==> src/rtl/rtt_pkg.sv <==
package rtt_pkg;
    localparam int DATA_W = 32;
    localparam int PRE_W  = 16;

    localparam logic [1:0] SEL_CTRL  = 2'd0;
    localparam logic [1:0] SEL_ALARM = 2'd1;
    localparam logic [1:0] SEL_COUNT = 2'd2;
    localparam logic [1:0] SEL_EVENT = 2'd3;

    localparam int BIT_ALM_EN  = 16;
    localparam int BIT_INC_EN  = 17;
    localparam int BIT_RESTART = 18;

    localparam int EV_ALARM = 0;
    localparam int EV_INC   = 1;

    typedef enum logic {
        ST_RUN   = 1'b0,
        ST_CLEAR = 1'b1
    } rtt_state_e;
endpackage

==> src/rtl/rtt_prescaler.sv <==
module rtt_prescaler #(
    parameter int PRE_W = 16
) (
    input  logic             clk,
    input  logic             rst_n,
    input  logic             tick_i,
    input  logic             run_i,
    input  logic             clr_i,
    input  logic [PRE_W-1:0] presc_i,
    output logic             wrap_o
);
    localparam int LIM_W = PRE_W + 1;

    logic [PRE_W-1:0] pre_q;
    logic [LIM_W-1:0] limit;
    logic [LIM_W-1:0] pre_inc;

    always_comb begin
        limit   = (presc_i == '0) ? (LIM_W'(1) << PRE_W) : {1'b0, presc_i};
        pre_inc = {1'b0, pre_q} + LIM_W'(1);
        wrap_o  = tick_i && run_i && (pre_inc >= limit);
    end

    always_ff @(posedge clk) begin
        if (!rst_n) begin
            pre_q <= '0;
        end else if (clr_i) begin
            pre_q <= '0;
        end else if (tick_i && run_i) begin
            pre_q <= wrap_o ? '0 : pre_inc[PRE_W-1:0];
        end
    end

    assert_pre_cleared_R4: assert property (@(posedge clk) disable iff (!rst_n)
        clr_i |=> (pre_q == '0));

    assert_pre_idle_hold_R2: assert property (@(posedge clk) disable iff (!rst_n)
        (!tick_i && !clr_i) |=> $stable(pre_q));
endmodule

==> src/rtl/rtt_count_ctrl.sv <==
module rtt_count_ctrl
    import rtt_pkg::*;
#(
    parameter int CNT_W = 32
) (
    input  logic             clk,
    input  logic             rst_n,
    input  logic             tick_i,
    input  logic             wrap_i,
    input  logic             restart_i,
    input  logic [CNT_W-1:0] alarm_i,
    output logic             run_o,
    output logic             clr_pre_o,
    output logic [CNT_W-1:0] count_o,
    output logic             inc_evt_o,
    output logic             alm_evt_o
);
    rtt_state_e       state_q, state_d;
    logic [CNT_W-1:0] count_q;
    logic [CNT_W-1:0] count_nxt;

    always_ff @(posedge clk) begin
        if (!rst_n) state_q <= ST_RUN;
        else        state_q <= state_d;
    end

    always_comb begin
        state_d = state_q;
        unique case (state_q)
            ST_RUN:   if (restart_i) state_d = ST_CLEAR;
            ST_CLEAR: if (tick_i && !restart_i) state_d = ST_RUN;
            default:  state_d = ST_RUN;
        endcase
    end

    always_comb begin
        run_o     = (state_q == ST_RUN);
        clr_pre_o = (state_q == ST_CLEAR) && tick_i;
        count_nxt = count_q + CNT_W'(1);
        inc_evt_o = wrap_i;
        alm_evt_o = wrap_i && (alarm_i != '1) && (count_nxt == alarm_i);
    end

    always_ff @(posedge clk) begin
        if (!rst_n)         count_q <= '0;
        else if (clr_pre_o) count_q <= '0;
        else if (wrap_i)    count_q <= count_nxt;
    end

    assign count_o = count_q;

    assert_restart_zero_R4: assert property (@(posedge clk) disable iff (!rst_n)
        ((state_q == ST_CLEAR) && tick_i) |=> (count_q == '0));

    assert_count_hold_R3: assert property (@(posedge clk) disable iff (!rst_n)
        !tick_i |=> $stable(count_q));

    assert_clear_no_count_R4: assert property (@(posedge clk) disable iff (!rst_n)
        (state_q == ST_CLEAR) |-> !wrap_i);

    assert_alarm_match_R5: assert property (@(posedge clk) disable iff (!rst_n)
        alm_evt_o |=> (count_q == $past(alarm_i)));
endmodule

==> src/rtl/rtt_events.sv <==
module rtt_events (
    input  logic       clk,
    input  logic       rst_n,
    input  logic [1:0] evt_i,
    input  logic       rd_clr_i,
    input  logic [1:0] en_i,
    output logic [1:0] flags_o,
    output logic       irq_o
);
    logic [1:0] flag_q;

    always_ff @(posedge clk) begin
        if (!rst_n) flag_q <= '0;
        else        flag_q <= (rd_clr_i ? 2'b00 : flag_q) | evt_i;
    end

    assign flags_o = flag_q;
    assign irq_o   = |(flag_q & en_i);

    assert_read_clears_R7: assert property (@(posedge clk) disable iff (!rst_n)
        (rd_clr_i && (evt_i == 2'b00)) |=> (flag_q == 2'b00 && !irq_o));

    assert_pending_kept_R7: assert property (@(posedge clk) disable iff (!rst_n)
        (rd_clr_i && evt_i[1]) |=> flag_q[1]);

    assert_sticky_R6: assert property (@(posedge clk) disable iff (!rst_n)
        (!rd_clr_i && flag_q[1]) |=> flag_q[1]);
endmodule

==> src/rtl/rtt_timer.sv <==
module rtt_timer
    import rtt_pkg::*;
#(
    parameter int          CNT_W       = 32,
    parameter int          ADDR_W      = 4,
    parameter logic [15:0] RESET_PRESC = 16'h8000
) (
    input  logic              clk,
    input  logic              rst_n,
    input  logic              slow_tick,
    input  logic              bus_wr,
    input  logic              bus_rd,
    input  logic [ADDR_W-1:0] bus_addr,
    input  logic [DATA_W-1:0] bus_wdata,
    output logic [DATA_W-1:0] bus_rdata,
    output logic              irq
);
    logic [1:0]       sel;
    logic [PRE_W-1:0] presc_q;
    logic             alm_en_q, inc_en_q;
    logic [CNT_W-1:0] alarm_q;
    logic             restart_wr, rd_events;
    logic             wrap, run, clr_pre, inc_evt, alm_evt;
    logic [CNT_W-1:0] count;
    logic [1:0]       flags;

    assign sel        = bus_addr[3:2];
    assign restart_wr = bus_wr && (sel == SEL_CTRL) && bus_wdata[BIT_RESTART];
    assign rd_events  = bus_rd && (sel == SEL_EVENT);

    always_ff @(posedge clk) begin
        if (!rst_n) begin
            presc_q  <= RESET_PRESC;
            alm_en_q <= 1'b0;
            inc_en_q <= 1'b0;
            alarm_q  <= '1;
        end else if (bus_wr) begin
            unique case (sel)
                SEL_CTRL: begin
                    presc_q  <= bus_wdata[PRE_W-1:0];
                    alm_en_q <= bus_wdata[BIT_ALM_EN];
                    inc_en_q <= bus_wdata[BIT_INC_EN];
                end
                SEL_ALARM: alarm_q <= bus_wdata[CNT_W-1:0];
                default: ;
            endcase
        end
    end

    rtt_prescaler #(.PRE_W(PRE_W)) i_pre (
        .clk(clk), .rst_n(rst_n), .tick_i(slow_tick), .run_i(run),
        .clr_i(clr_pre), .presc_i(presc_q), .wrap_o(wrap)
    );

    rtt_count_ctrl #(.CNT_W(CNT_W)) i_cnt (
        .clk(clk), .rst_n(rst_n), .tick_i(slow_tick), .wrap_i(wrap),
        .restart_i(restart_wr), .alarm_i(alarm_q), .run_o(run),
        .clr_pre_o(clr_pre), .count_o(count), .inc_evt_o(inc_evt),
        .alm_evt_o(alm_evt)
    );

    rtt_events i_evt (
        .clk(clk), .rst_n(rst_n), .evt_i({inc_evt, alm_evt}),
        .rd_clr_i(rd_events), .en_i({inc_en_q, alm_en_q}),
        .flags_o(flags), .irq_o(irq)
    );

    always_comb begin
        bus_rdata = '0;
        unique case (sel)
            SEL_CTRL: begin
                bus_rdata[PRE_W-1:0]  = presc_q;
                bus_rdata[BIT_ALM_EN] = alm_en_q;
                bus_rdata[BIT_INC_EN] = inc_en_q;
            end
            SEL_ALARM: bus_rdata[CNT_W-1:0] = alarm_q;
            SEL_COUNT: bus_rdata[CNT_W-1:0] = count;
            SEL_EVENT: bus_rdata[1:0]       = flags;
            default: ;
        endcase
    end

    assert_no_alarm_when_off_R5: assert property (@(posedge clk) disable iff (!rst_n)
        ((alarm_q == '1) && !flags[EV_ALARM]) |=> !flags[EV_ALARM]);

    assert_irq_needs_enable_R8: assert property (@(posedge clk) disable iff (!rst_n)
        (!alm_en_q && !inc_en_q) |-> !irq);

    assert_restart_reads_zero_R1: assert property (@(posedge clk) disable iff (!rst_n)
        (bus_rd && sel == SEL_CTRL) |-> !bus_rdata[BIT_RESTART]);
endmodule

==> config.mk <==
export PLATFORM = sky130hd
export DESIGN_NAME = rtt_timer
export DESIGN_NICKNAME = d
export VERILOG_FILES = /design/src/rtl/rtt_pkg.sv /design/src/rtl/rtt_prescaler.sv /design/src/rtl/rtt_count_ctrl.sv /design/src/rtl/rtt_events.sv /design/src/rtl/rtt_timer.sv
export SDC_FILE = /design/constraint.sdc
export NUM_CORES = 1
export LEC_CHECK = 0
export CORE_ASPECT_RATIO = 1.4
export CORE_UTILIZATION = 35
export CTS_CLUSTER_SIZE = 10
export DETAILED_ROUTE_END_ITERATION = 12
export SYNTH_ARGS = -nofsm -noshare
export SYNTH_HDL_FRONTEND = slang
export SYNTH_HIERARCHICAL = 1
export SYNTH_SLANG_ARGS = --single-unit
==> constraint.sdc <==
create_clock -name clk -period 4 [get_ports clk]
set_input_delay 1.2 -clock clk [delete_from_list [all_inputs] [get_ports clk]]
set_output_delay 1.2 -clock clk [all_outputs]
set_load 0.01 [all_outputs]
==> results by group <==
Drt
  • Drc violations: 0
  • Via count: 6238
  • Routed vias/inst: roughly 5.4
  • Routed WL: 19200 um
  • Post-DRT Antenna Nets: 0
  • Initial drt markers: between 300 and 400
  • Router iterations before antenna repair: 5
  • Post-DR wirelength/cell: 16.7 um

Pwr
  • Power, Total: ~0.0024 W
  • Maximum vdd drop: 0.000194 V
  • Leak Pwr: 3.09 nW
  • Power per cell area: 286 nW/um^2

Worst setup path
  • CP Cell Sequence: dlygate4sd2_1, buf_4, ha_2, buf_12, a222oi_1, mux2i_1, clkdlybuf4s15_2
  • R2R cell count: 19
  • Crit end category: output port
  • Critical Path AT: 2.72 ns
  • Critical path depth: 7
  • Delay of the slowest critical-path stage: around 0.34 ns
  • CP max FO: 18
  • Worst Path Required: around 2.8 ns
  • Crit path max-delay cell type: a222oi_1
  • Buf/Inv on CP: 4
  • Crit Path Class: in -> out
  • Crit start category: input port
  • CP top delay family: buffers and inverters

Die
  • Initial core utilization: 0.357
  • Total Die Area: 20100 um^2
  • Rows: 60
  • I/O pin cnt: 74
  • Die X: 120 um
  • Die height: 167 um
  • Core Area: 19100 um^2

Cells and area
  • Final core occ: 0.435
  • Ant diodes: 0
  • Fin cells: 1150
  • Synthesis-to-finish area growth: 22.0%
  • Share of layout cells above drive strength 1: 0.143
  • NumNets Final: ~960
  • Fill cells: approximately 1900
  • Register area: slightly above 2000 um^2
  • Most common cell after layout, fill and taps aside: dfxtp_1
  • Multi-input gate area: ~4300 um^2
  • Most frequent cells in the layout: dfxtp_1, nand2_1, nor2_1

Timing
  • Slew @ Worst Pin: 0.866 ns
  • Final number of setup-violating endpoints: 0
  • Setup slack after layout: 0.0796 ns
  • Max frequency: 255 MHz
  • Clock skew after layout: 0.0111 ns
  • RSZ-0062 raised after global routing: no
  • Max-slew headroom: 0.422
  • Final Hold Fails: 0
  • Fin crit share: 0.980
  • Minimum clock period: between 3 and 4 ns
  • Final Max Slew Viols: 0
  • Hold Slack: 0.492 ns

Yosys
  • Syn Inst Count: 819
  • Cell taking the most area after synthesis: dfxtp_1
  • Ranking of synthesized cells by area: dfxtp_1, xnor2_1, a311o_1, ha_1, xor2_1
  • Netlist cell types: 63
  • Post-Syn Area: between 6000 and 7000 um^2
  • Main synth FF type: dfxtp_1
  • Ys async rst share: 0
  • Post-synth EDFFs: 0
  • Post-synthesis sequential area ratio: 0.296
  • Seq cells post-synth: 101
  • Post-synth top area share: 0.296
  • Post-Syn Area per Cell: 8.34 um^2
  • Syn_nets: just under 900
  • Ys Warns: 6

GRT
  • GRT Residual Overflow: 0
  • Global-route total usage across every layer: 0.195
  • Largest net degree at the start of global routing: 75
  • Vias in the first global route: slightly above 6000
  • First-pass GRT wire length: 31000 um
  • Antenna violations before repair: 0

Place
  • GPL Wtd Cong: between 0.8 and 0.9
  • Placement Setup Slack: -0.408 ns
  • Port bufs: 71
  • Dpl hpwl: 14500 um
  • Placed cell count: 1133

Status
  • Outcome: finished, final reports clean

Clock tree
  • Root Buffer: clkbuf_16
  • Hold buffers post-CTS: 0
  • Clock Latency Late Sink: between 0.3 and 0.4 ns
  • Num CTS Buffers: 9
  • CTS tree: done
  • H-tree Lvls: 3
  • CTS Buffer Depth: 2
  • Clock sink count: 101
  • Clk slew on worst S/H paths: 0.07 ns

Worst hold path
  • Hold Path Stages: 2
  • Worst Hold Class: reg -> reg

Run
  • Max-cap violations: 0
## registers in the layout (all words and copies together) (netlist names)
name / cells
alarm_q: 32
alm_en_q: 1
i_cnt/count_o: 32
i_cnt/state_q: 1
i_evt/flags_o: 2
i_pre/pre_q: 16
inc_en_q: 1
presc_q: 16
## synth_stat cells, drive strengths merged (3+ instances only)
cell and n:
dfxtp 101, nand2 67, nor2 67, xnor2 54
buf 49, nand3 44, a21oi 40, a21boi 35
a311o 33, xor2 32, nand4 29, nor3 26
inv 25, ha 24, clkbuf 23, nor4 19
o21ai 19, a222oi 18, nor2b 18, a21bo 17
a22oi 14, or3 11, and3 7, mux2i 5
and2 4, o21a 4, or2 4, or4 4
a31oi 3, and4 3, nand2b 3
## logic make-up after synthesis
kind of cell	synth area share
buf+inv	0.0766
flops	0.296
mux	0.00898
xor+xnor	0.111
fa+ha+maj	0.0440
simple gates	0.247
compound gates	0.216
## cell type report
class | count | share of cell area
Sequential cell | 101 | 0.243
Tap cell | 248 | 0.0372
Clock inverter | 7 | 0.00991
Clock buffer | 9 | 0.0270
Multi-Input combinational cell | 621 | 0.520
Timing Repair Buffer | 139 | 0.152
Inverter | 25 | 0.0113
## final timing paths
path | start | end | slack [ns]
worst max-delay path | bus_addr[2] | bus_rdata[0] | 0.08
worst min-delay path | i_pre/pre_q[1] | i_pre/pre_q[1] | 0.49
worst max register to register | i_pre/pre_q[10] | i_evt/flags_o[0] | 0.32
worst min register to register | i_pre/pre_q[1] | i_pre/pre_q[1] | 0.49
## worst reg2reg max path, delay by kind of cell, from the launching register on
kind | cells | cell delay (ns)
and+or+nand+nor | 14 | 2.39
DFF | 1 | 0.34
AOI/OAI and AO/OA | 2 | 0.30
adders and majority gates | 1 | 0.30
xor gates and xnor gates | 1 | 0.14
buffers and inverters | 1 | 0.14
## report_power, final
| group | switching (W) | internal [W] | total (W) |
|---|---|---|---|
| combinational | 0.000190 | 0.000182 | 0.000373 |
| sequential | 0.0000344 | 0.00103 | 0.00107 |
| clock | 0.000445 | 0.000498 | 0.000943 |
| total | 0.000670 | 0.00171 | 0.00238 |
## layer usage
metal / wire, um / vias to the layer above / GRT usage / share of wire
met4: 544 / 0 / 0.0799 / 0.028
met2: 9910 / 113 / 0.356 / 0.52
met3: 567 / 34 / 0.0221 / 0.030
met1: 8160 / 2968 / 0.227 / 0.43
li1: - / 3123 / - / -
met5: 0 / - / 0 / 0
## metrics by stage
stage / setup TNS, ns / area (um^2)
6_report: 0 / 8330
5_1_grt: 0 / 8330
4_1_cts: 0 / 8310
2_1_floorplan: 0 / 6830
3_5_place_dp: -11.11 / 7990
3_3_place_gp: -10.85 / 7990
## repair_timing
action / CTS / global route
pin swaps: 17 / 6
cloned: 0 / 0
setup endpoints to repair: 33 / 2
setup buffers: 0 / 1
resized for setup: 64 / 5
(Power assumes the default switching activity.)
